===== src/rtl/ssc_pkg.sv =====
`timescale 1ns/1ps
package ssc_pkg;
    localparam int MASH_ORDER = 3;
    localparam int OFS_W      = 4;

    typedef enum logic {
        SWEEP_DOWN = 1'b0,
        SWEEP_UP   = 1'b1
    } sweep_dir_e;
endpackage


===== src/rtl/tri_sweep.sv =====
`timescale 1ns/1ps
module tri_sweep
    import ssc_pkg::*;
#(
    parameter int CNT_W  = 10,
    parameter int STEP_W = 24,
    parameter int DEV_W  = 32
) (
    input  logic              clk,
    input  logic              rst,
    input  logic              en,
    input  logic [CNT_W-1:0]  half_len,
    input  logic [STEP_W-1:0] step,
    output logic [DEV_W-1:0]  dev_o
);
    typedef struct packed {
        sweep_dir_e       dir;
        logic [CNT_W-1:0] pos;
        logic [DEV_W-1:0] dev;
    } sweep_t;

    sweep_t st_d, st_q;
    logic [CNT_W-1:0] pos_inc, pos_dec;

    always_comb begin
        st_d    = st_q;
        pos_inc = st_q.pos + CNT_W'(1);
        pos_dec = st_q.pos - CNT_W'(1);
        if (!en) begin
            st_d.dir = SWEEP_DOWN;
            st_d.pos = '0;
            st_d.dev = '0;
        end else if (st_q.dir == SWEEP_DOWN) begin
            st_d.pos = pos_inc;
            st_d.dev = st_q.dev + DEV_W'(step);
            if (pos_inc == half_len) st_d.dir = SWEEP_UP;
        end else begin
            st_d.pos = pos_dec;
            st_d.dev = st_q.dev - DEV_W'(step);
            if (pos_dec == '0) st_d.dir = SWEEP_DOWN;
        end
    end

    always_ff @(posedge clk) begin
        if (rst) begin
            st_q.dir <= SWEEP_DOWN;
            st_q.pos <= '0;
            st_q.dev <= '0;
        end else begin
            st_q <= st_d;
        end
    end

    assign dev_o = st_q.dev;
endmodule


===== src/rtl/mash_stage.sv =====
`timescale 1ns/1ps
module mash_stage #(
    parameter int W = 24
) (
    input  logic         clk,
    input  logic         rst,
    input  logic [W-1:0] in_w,
    output logic         carry_o,
    output logic [W-1:0] sum_o
);
    logic [W:0]   full_sum;
    logic [W-1:0] acc_d, acc_q;

    always_comb begin
        full_sum = {1'b0, acc_q} + {1'b0, in_w};
        acc_d    = full_sum[W-1:0];
    end

    always_ff @(posedge clk) begin
        if (rst) acc_q <= '0;
        else     acc_q <= acc_d;
    end

    assign carry_o = full_sum[W];
    assign sum_o   = acc_d;
endmodule


===== src/rtl/mash_combine.sv =====
`timescale 1ns/1ps
module mash_combine
    import ssc_pkg::*;
(
    input  logic                    clk,
    input  logic                    rst,
    input  logic [MASH_ORDER-1:0]   carry_i,
    output logic signed [OFS_W-1:0] ofs_o
);
    typedef struct packed {
        logic c2_z1;
        logic c3_z1;
        logic c3_z2;
    } dly_t;

    dly_t dl_d, dl_q;

    always_comb begin
        dl_d.c2_z1 = carry_i[1];
        dl_d.c3_z1 = carry_i[2];
        dl_d.c3_z2 = dl_q.c3_z1;
        ofs_o = $signed({3'b000, carry_i[0]})
              + $signed({3'b000, carry_i[1]}) - $signed({3'b000, dl_q.c2_z1})
              + $signed({3'b000, carry_i[2]}) - $signed({2'b00, dl_q.c3_z1, 1'b0})
              + $signed({3'b000, dl_q.c3_z2});
    end

    always_ff @(posedge clk) begin
        if (rst) dl_q <= '0;
        else     dl_q <= dl_d;
    end
endmodule


===== src/rtl/ssc_divctl.sv =====
`timescale 1ns/1ps
module ssc_divctl
    import ssc_pkg::*;
#(
    parameter int INT_W  = 8,
    parameter int FRAC_W = 24,
    parameter int CNT_W  = 10
) (
    input  logic              clk,
    input  logic              rst,
    input  logic              spread_en,
    input  logic [CNT_W-1:0]  half_len,
    input  logic [FRAC_W-1:0] ramp_step,
    input  logic [INT_W-1:0]  nom_int,
    input  logic [FRAC_W-1:0] nom_frac,
    output logic [INT_W-1:0]  div_o
);
    localparam int TOT_W = INT_W + FRAC_W;

    logic [TOT_W-1:0]        dev;
    logic [TOT_W-1:0]        eff_word;
    logic [INT_W-1:0]        eff_int;
    logic [FRAC_W-1:0]       st_in [MASH_ORDER+1];
    logic [MASH_ORDER-1:0]   carry;
    logic signed [OFS_W-1:0] ofs;
    logic [INT_W-1:0]        div_d, div_q;

    tri_sweep #(.CNT_W(CNT_W), .STEP_W(FRAC_W), .DEV_W(TOT_W)) u_sweep (
        .clk(clk), .rst(rst), .en(spread_en),
        .half_len(half_len), .step(ramp_step), .dev_o(dev)
    );

    always_comb begin
        eff_word = {nom_int, nom_frac} - dev;
        eff_int  = eff_word[TOT_W-1:FRAC_W];
        st_in[0] = eff_word[FRAC_W-1:0];
    end

    for (genvar k = 0; k < MASH_ORDER; k++) begin : g_stage
        mash_stage #(.W(FRAC_W)) u_stage (
            .clk(clk), .rst(rst), .in_w(st_in[k]),
            .carry_o(carry[k]), .sum_o(st_in[k+1])
        );
    end

    mash_combine u_comb (.clk(clk), .rst(rst), .carry_i(carry), .ofs_o(ofs));

    always_comb begin
        div_d = eff_int + {{(INT_W-OFS_W){ofs[OFS_W-1]}}, ofs};
    end

    always_ff @(posedge clk) begin
        if (rst) div_q <= '0;
        else     div_q <= div_d;
    end

    assign div_o = div_q;
endmodule


===== config.mk =====
export PLATFORM = sky130hd
export DESIGN_NAME = ssc_divctl
export DESIGN_NICKNAME = d
export VERILOG_FILES = /design/src/rtl/ssc_pkg.sv /design/src/rtl/tri_sweep.sv /design/src/rtl/mash_stage.sv /design/src/rtl/mash_combine.sv /design/src/rtl/ssc_divctl.sv
export SDC_FILE = /design/constraint.sdc
export NUM_CORES = 1
export LEC_CHECK = 0
export BUFFER_PORTS_ARGS = -buffer_cell sky130_fd_sc_hd__buf_2
export CAP_MARGIN = 20
export CORE_MARGIN = 1
export CORE_UTILIZATION = 63
export DETAILED_ROUTE_END_ITERATION = 6
export PLACE_DENSITY = 0.83
export SYNTH_ARGS = -nofsm -noshare
export SYNTH_HDL_FRONTEND = slang
export SYNTH_SLANG_ARGS = --single-unit

===== constraint.sdc =====
create_clock -name clk -period 13.6 [get_ports clk]
set_input_delay 2.72 -clock clk [delete_from_list [all_inputs] [get_ports clk]]
set_output_delay 2.72 -clock clk [all_outputs]
set_load 0.02 [all_outputs]

# [Word-level counts from Yosys, hierarchy flattened]
# Index checks and enable logic that the tools add are counted.
[op_classes] n_reduce_logical=2 n_eq_ne=1 bitwise=1 n_addsub=14 muxes=3
[ops] cell="adder 24 x 24 -> 25 bit" count=3
[ops] cell="2-to-1 mux 43 bit" count=1
[ops] cell="adder 32 x 24 -> 32 bit" count=1
[ops] cell="subtractor 32 x 24 -> 32 bit" count=1
[ops] cell="subtractor 32 bit" count=1
[ops] cell="adder 10 x 1 -> 10 bit (second input constant)" count=1
[ops] cell="== test 10 bit" count=1
[ops] cell="zero test 10 bit" count=1
[ops] cell="subtractor 10 x 1 -> 10 bit (second input constant)" count=1
[ops] cell="adder 4 x 2 -> 4 bit" count=2
[ops] cell="adder 8 bit" count=1
[ops] cell="subtractor 4 x 2 -> 4 bit" count=1
[ops] cell="subtractor 4 x 3 -> 4 bit" count=1
[ops] cell="adder 1 x 1 -> 2 bit" count=1
[ops] cell="2-to-1 mux 1 bit" count=2
[ops] cell="OR reduction 2 bit" count=1
[ops] cell="inverter 1 bit" count=1
[totals] in_bits=69 wordCells=31 register_bits=126 output_inout_bits=8

# [Longest topological paths before layout]
# Gate-level depths: netlist of run 1.
[depth] word_depth=9 mapped_depth=48 ltp_nobuf=48

# [Cells and area by module]
# A second synthesis of run 1 with hierarchy kept.
[hier_totals] cells_unflattened=1630 area_unflattened_um2=12879.9
[by_module_without_submodules] mod="tri_sweep" cells_per_inst=568 area_each_um2=4282.9 instances=1 seq_area_each_um2=860.8
[by_module_without_submodules] mod="mash_stage (g_stage[1].u_stage ...)" cells_per_inst=245 area_each_um2=2034.5 instances=2 seq_area_each_um2=480.5
[by_module_without_submodules] mod="ssc_divctl" cells_per_inst=311 area_each_um2=2258.4 instances=1 seq_area_each_um2=160.2
[by_module_without_submodules] mod="mash_stage (g_stage[0].u_stage)" cells_per_inst=235 area_each_um2=2028.2 instances=1 seq_area_each_um2=480.5
[by_module_without_submodules] mod="mash_combine" cells_per_inst=26 area_each_um2=241.5 instances=1 seq_area_each_um2=60.1

# [Worst setup path after synthesis of run 1]
# No wires, ideal clock.
[synth_timing] kind="in2reg" from="input nom_frac[1]" to="register div_q[7], in the netlist div_o[7]" path_slack_ps=2794 path_buffers=0 t_arrival_ps=10685 setup_time_ps=121 stages=41 path_cell_list="ha_1 nor2b_1 o31a_1 o41ai_2 nor2b_1 nor2_1 o21bai_1 a21oi_1 xnor2_1 ha_1 and3_1 o2111ai_1 nand3_1 o31ai_1 xnor2_1 ha_1 nand2_1 o31a_1 (+5 left out) a21o_1 or3_1 o2111ai_1 and2_1 ha_1 inv_1 fa_1 ha_1 inv_1 ha_1 inv_1 ha_1 a21oi_1 nor2_1 nor4b_2 o41ai_2 a21oi_1 mux2_4"
[synth_between] elab_cells_between_ends=10 cone_classes="10 x add/sub"
[synth_lines] element="from (decl)" line="ssc_divctl.sv:15" text="input logic [FRAC_W-1:0] nom_frac,"
[synth_lines] element="subtractor 32 bit" line="ssc_divctl.sv:34" text="eff_word = {nom_int, nom_frac} - dev;"
[synth_lines] element="adder 24 x 24 -> 25 bit" line="mash_stage.sv:15" text="full_sum = {1'b0, acc_q} + {1'b0, in_w};"
[synth_lines] element="net g_stage[0].u_stage.full_sum[12]" line="mash_stage.sv:11" text="logic [W:0] full_sum;"
[synth_lines] element="adder 24 x 24 -> 25 bit" line="mash_stage.sv:15"
[synth_lines] element="net g_stage[1].u_stage.full_sum[21]" line="mash_stage.sv:11"
[synth_lines] element="adder 24 x 24 -> 25 bit" line="mash_stage.sv:15"
[synth_lines] element="adder 4 x 2 -> 4 bit" line="mash_combine.sv:24" text="+ $signed({3'b000, carry_i[2]}) - $signed({2'b00, dl_q.c3_z1, 1'b0})"
[synth_lines] element="subtractor 4 x 3 -> 4 bit" line="mash_combine.sv:24"
[synth_lines] element="adder 4 x 2 -> 4 bit" line="mash_combine.sv:25" text="+ $signed({3'b000, dl_q.c3_z2});"
[synth_lines] element="adder 8 bit" line="ssc_divctl.sv:49" text="div_d = eff_int + {{(INT_W-OFS_W){ofs[OFS_W-1]}}, ofs};"
[synth_lines] element="to (signal assigned)" line="ssc_divctl.sv:54" text="else div_q <= div_d;"
[synth_lines] element="to (decl)" line="ssc_divctl.sv:26" text="logic [INT_W-1:0] div_d, div_q;"
# The timed path passes the listed nets, and every way through them passes these cells.
# A chain may end at the register's enable or synchronous reset.

# [Worst setup path in the final report of run 1]
[layout_timing] from="input nom_frac[0]" to="register div_q[7], in the netlist div_o[7]"
# The elaborated chain is that of the path after synthesis.

==> flow_metrics.env, run 1 <==
export IMPL_dp_final_hpwl_um=18600
export IMPL_initialDrtViolationCount=579
export IMPL_vias_in_the_first_global_route=9072
export IMPL_worst_skew_pair_late_latency_ps=430
export IMPL_synth_seq_cells=126
export IMPL_multi_input_comb_area_um2=8240
export IMPL_yosysUniqueCellTypes=79
export IMPL_rsz0062_at_grt="false"
export IMPL_finClkSkew_ps=8.64
export IMPL_core_region_area_um2=17400
export IMPL_cts_sink_count=126
export IMPL_worst_slack_ps=2200
export IMPL_final_period_utilization_pct=83.8
export IMPL_n_fill_cell=1364
export IMPL_grt_pass1_wl_um=40400
export IMPL_final_min_clock_period_ps=11400
export IMPL_hold_ws_ps=486
export IMPL_synth_xor_area_share_pct=12.8
export IMPL_crit_family="compound AO/OA/AOI/OAI gates"
export IMPL_detail_route_first_pass_iterations=5
export IMPL_groute_usage_overall_pct=27.2
export IMPL_grt_overflow_total=0
export IMPL_placement_io_buffers=76
export IMPL_cts_tree="yes"
export IMPL_avgViaCountPerCell=5.75
export IMPL_antenna_found_initial=2
export IMPL_worst_endpoint_required_ps=13920
export IMPL_num_nets_final=1696
export IMPL_cts_buffer_depth=2
export IMPL_synth_simple_gate_area_share_pct=19.4
export IMPL_run_status="complete, no violations"
export IMPL_syn_avg_cell_area_um2=8.05
export IMPL_worstSetupEndpointType="flop"
export IMPL_clk_pin_slew_ps=60
export IMPL_syn_inst=1401
export IMPL_largest_net_degree_at_the_start_of_global_routing=82
export IMPL_rel_slew_slack_pct=43.5
export IMPL_number_of_setup_buffers_added_after_cts=0
export IMPL_max_cap_violations=0
export IMPL_die_height_um=136
export IMPL_dpl_cell_area_um2=11800
export IMPL_areaGrowthSynthToFinish_pct=10.4
export IMPL_drt_total_wl_um=24500
export IMPL_ys_seq_area_share_pct=22.4
export IMPL_path_common_cell="ha_1"
export IMPL_top_level_ports=77
export IMPL_crit_path_start_kind="primary input"
export IMPL_h_tree_depth=4
export IMPL_maxSlewViolCount=0
export IMPL_design_die_area_um2=18400
export IMPL_die_width_um=136
export IMPL_crit_buf_inv=5
export IMPL_synth_async_sr_flop_share_pct=0
export IMPL_cts_inserted_buffers=17
export IMPL_synth_area_um2=11300
export IMPL_report_final_hold_viol_count=0
export IMPL_worstPathMaxFanout=5
export IMPL_std_cell_rows=48
export IMPL_synth_adder_area_share_pct=18.3
export IMPL_root_buffer="clkbuf_16"
export IMPL_min_delay_worst_type="flop to flop"
export IMPL_report_final_setup_viol=0
export IMPL_data_arrival_time_of_the_critical_path_ps=11720
export IMPL_postCtsResizedCells=0
export IMPL_worst_pin_slew_ps=847
export IMPL_critical_path_max_stage_delay_ps=510
export IMPL_synth_warning_count=0
export IMPL_achievable_frequency_ghz=0.0877
export IMPL_starting_density_of_the_core_pct=64.9
export IMPL_post_route_drc_count=0
export IMPL_pre_cts_slack_ps=1970
export IMPL_syn_num_nets=1630
export IMPL_place_congestion=0.861
export IMPL_synth_compound_area_share_pct=21.5
export IMPL_regArea_um2=2520
export IMPL_post_synth_mux_area_share_pct=1.17
export IMPL_number_of_flops_mapped_to_enable_cells_by_yosys=0
export IMPL_main_combinational_cell_family_by_area_after_synthesis="compound AO/OA/AOI/OAI gates"
export IMPL_mean_routed_wirelength_per_cell_um=14.4
export IMPL_ys_dominant_reg_cell="dfxtp_1"
export IMPL_cts_hold_fix_buffers=0
export IMPL_timing_setup_critical_path_class="primary input to flop"
export IMPL_worst_path_max_delay_cell="a2111oi_0"
export IMPL_ant_nets=0
export IMPL_vias=9820
export IMPL_layout_drive_gt1_share_pct=9.59
export IMPL_stdcell_area_um2=12400
export IMPL_fin_setup_tns_ps=0
[metal layers]
| metal | up-vias | track usage [%] | share of wire, % |
|---|---|---|---|
| met2 | 214 | 47.1 | 49 |
| met5 | - | 0 | 0 |
| met4 | 0 | 9.05 | 1.8 |
| li1 | 5063 | - | - |
| met1 | 4503 | 33.3 | 45 |
| met3 | 40 | 5.39 | 4.5 |
[through the flow]
step | std cells | utilization [%]
after floorplan | 1401 | -
after global placement | 1673 | 68.2
after detailed placement | 1673 | 68.2
after CTS | 1705 | 71.6
after global routing | 1706 | 71.7
final | 1707 | 71.7
[synth_stat cells (9+ instances only)]
cell | n | share of area [%]
o21a_1 | 21 | 1.4
nand2_1 | 74 | 2.5
dfxtp_1 | 126 | 22
nor2_1 | 156 | 5.2
nand2b_1 | 18 | 1.0
and2_1 | 10 | 0.56
o21bai_1 | 18 | 1.2
a31oi_1 | 17 | 0.94
ha_1 | 152 | 17
nor2b_1 | 65 | 3.6
a211oi_1 | 9 | 0.60
o21ai_0 | 52 | 2.3
o21ai_1 | 13 | 0.58
clkbuf_1 | 26 | 0.87
inv_1 | 102 | 3.4
xnor2_1 | 109 | 8.5
a21oi_1 | 118 | 5.2
xor2_1 | 47 | 3.7
nand3_1 | 27 | 1.2
nor3_1 | 39 | 1.7
a21o_1 | 50 | 3.3
[worst paths after layout]
| kind | start | endpoint | slack (ps) | cells past startpoint |
|---|---|---|---|---|
| max reg2reg | u_sweep.dev_o[1] | div_o[7] | 4130 | 41 |
| min reg2reg | u_comb.dl_d[0] | u_comb.dl_q[0] | 490 | 2 |
| min | u_comb.dl_d[0] | u_comb.dl_q[0] | 490 | 2 |
| max | nom_frac[0] | div_o[7] | 2200 | 40 |
[tightest hold or removal path, stage by stage, from the launching register on]
cell	delay, ps
dfxtp_1	300
inv_1	90
nor2_1	60
[layout make-up]
| type | instances | share of cell area, % |
|---|---|---|
| clock inverter | 12 | 1.10 |
| clock buffer | 20 | 3.75 |
| sequential | 126 | 20.3 |
| multi-input combinational | 1141 | 66.3 |
| tap | 225 | 2.26 |
| inverter | 102 | 3.08 |
| antenna | 2 | 0.0402 |
| timing repair buffer | 79 | 3.24 |
[cell families (layout without fill, tap and decap cells)]
| group | after synthesis | in the layout |
|---|---|---|
| AOI/OAI and AO/OA | 366 | 366 |
| muxes | 12 | 12 |
| buffers and inverters | 134 | 213 |
| DFF | 126 | 126 |
| adders and majority gates | 160 | 160 |
| xor gates and xnor gates | 159 | 159 |
| other | 0 | 2 |
| and+or+nand+nor | 444 | 444 |
[placed cells by master, fill, tap and decap left out, types with 7 or more instances in the layout]
master and instances:
o21ai_0 52, clkbuf_16 17, nor4_1 8, ha_1 152, or3_1 7, buf_2 76, xor2_1 47, dfxtp_1 126
nand2_1 74, nand2b_1 18, a21o_1 50, and3_1 8, a211oi_1 9, o21ai_1 13, and2_1 10, nor3_1 39
a21oi_1 118, nor2b_1 65, nor2_1 156, nand3_1 27, fa_1 8, o31ai_1 7, xnor2_1 109, nand4_1 8
o21a_1 21, o21bai_1 18, a31oi_1 17, inv_1 102
[flip-flops by register name, summed over array words and instances, names as in the netlist]
name                   cells
u_sweep.st_q              11
u_comb.dl_q                2
u_sweep.dev_o             32
u_comb.dl_d                1
div_o                      8
g_stage.u_stage.acc_q     72
Power of run 1 is not shown: default switching activity piles up to over one toggle a cycle in this logic, so the estimate is an artifact.
==> inputs of run 2 (changes only) <==
- clock period: 13.6 -> 11.6 ns (I/O delays scaled with it)
==> flow_metrics.env, run 2 (synthesis results as in run 1) <==
export IMPL_crit_path_start_kind="primary input"
export IMPL_max_flop_register="g_stage.u_stage.acc_q"
export IMPL_worstPathMaxFanout=5
export IMPL_timing_setup_critical_path_class="primary input to flop"
export IMPL_n_fill_cell=1373
export IMPL_post_route_drc_count=0
export IMPL_antenna_found_initial=1
export IMPL_worst_path_max_delay_cell="fa_1"
export IMPL_number_of_setup_buffers_added_after_cts=0
export IMPL_final_common_cell="nor2_1"
export IMPL_layout_drive_gt1_share_pct=9.59
export IMPL_critical_path_max_stage_delay_ps=520
export IMPL_cts_buffer_depth=2
export IMPL_clk_pin_slew_ps=60
export IMPL_mean_routed_wirelength_per_cell_um=14.6
export IMPL_worstHoldPathCells=2
export IMPL_max_cap_violations=0
export IMPL_areaGrowthSynthToFinish_pct=9.96
export IMPL_die_width_um=136
export IMPL_min_delay_worst_type="flop to flop"
export IMPL_path_common_cell="ha_1"
export IMPL_largest_register_ffs=72
export IMPL_rel_slew_slack_pct=43.5
export IMPL_cts_inserted_buffers=17
export IMPL_run_status="complete, no violations"
export IMPL_grt_overflow_total=0
export IMPL_final_cell_mix="nor2_1, ha_1, dfxtp_1, a21oi_1, xnor2_1"
export IMPL_final_period_utilization_pct=93.9
export IMPL_num_nets_final=1697
export IMPL_maxSlewViolCount=0
export IMPL_avgViaCountPerCell=5.74
export IMPL_cts_sink_count=126
export IMPL_report_final_setup_viol=0
export IMPL_die_height_um=136
export IMPL_groute_usage_overall_pct=27.3
export IMPL_worstSetupEndpointType="flop"
export IMPL_fin_setup_tns_ps=0
export IMPL_r2r_worst_path_cells=45
export IMPL_cts_tree="yes"
export IMPL_worst_endpoint_required_ps=11910
export IMPL_starting_density_of_the_core_pct=64.9
export IMPL_largest_net_degree_at_the_start_of_global_routing=82
export IMPL_grt_pass1_wl_um=40800
export IMPL_drt_total_wl_um=24900
export IMPL_vias=9797
export IMPL_dp_final_hpwl_um=18800
export IMPL_detail_route_first_pass_iterations=5
export IMPL_placement_io_buffers=76
export IMPL_ant_nets=0
export IMPL_worst_pin_slew_ps=847
export IMPL_std_cell_rows=48
export IMPL_vias_in_the_first_global_route=9125
export IMPL_design_die_area_um2=18400
export IMPL_core_region_area_um2=17400
export IMPL_worst_skew_pair_late_latency_ps=420
export IMPL_h_tree_depth=4
export IMPL_finClkSkew_ps=8.47
export IMPL_root_buffer="clkbuf_16"
export IMPL_report_final_hold_viol_count=0
export IMPL_final_min_clock_period_ps=10890
export IMPL_top_level_ports=77
export IMPL_achievable_frequency_ghz=0.0918
export IMPL_place_congestion=0.862
export IMPL_finish_cell_count_without_fillers=1706
export IMPL_data_arrival_time_of_the_critical_path_ps=11200
export IMPL_placed_cells_incl_taps=1674
export IMPL_initialDrtViolationCount=551
export IMPL_rsz0062_at_grt="false"
[run 2: critical path, delay by kind of cell]
family	cells	cell delay [ps]
AOI/OAI and AO/OA	14	3290
adders and majority gates	10	2980
and+or+nand+nor	7	1450
xor gates and xnor gates	3	580
muxes	1	310
buffers and inverters	5	250
[run 2: final timing paths]
check	start	end	slack, ps
worst max-delay path	nom_frac[0]	div_o[7]	710
worst min-delay path	u_comb.dl_d[0]	u_comb.dl_q[0]	480
worst max register to register	u_sweep.dev_o[1]	div_o[7]	2220
worst min register to register	u_comb.dl_d[0]	u_comb.dl_q[0]	480
[run 2: layout make-up]
type	count	area, um^2	area share [%]
diodes	1	2.50	0.0202
clock buffers	18	429	3.46
clock inverters	13	119	0.959
inverters	102	383	3.09
multi-input cells	1141	8250	66.5
flip-flops and latches	126	2520	20.4
well taps	225	282	2.27
repair buffers	80	410	3.31
[run 2: timing repair]
item | CTS | global route
endpoints found under the setup margin | 0 | 1
resized for setup | 0 | 1
hold buffers | 0 | 0
[run 2: stage by stage]
stage	util (%)	hold slack (ps)	worst slack (ps)	instance area, um^2
after CTS	71.4	494	665	12400
after floorplan	-	454	1190	11300
final	71.4	481	709	12400
after global routing	71.4	516	76.2	12400
after detailed placement	68.2	483	327	11800
after global placement	68.2	481	504	11800
[run 2: routing by layer]
layer | wire [um] | GRT usage (%) | share of wire, %
met2 | 12200 | 48.3 | 49
met5 | 0 | 0 | 0
met3 | 948 | 4.86 | 3.8
met4 | 470 | 8.80 | 1.9
met1 | 11300 | 33.1 | 45
Power of run 2 is left out for the same reason.
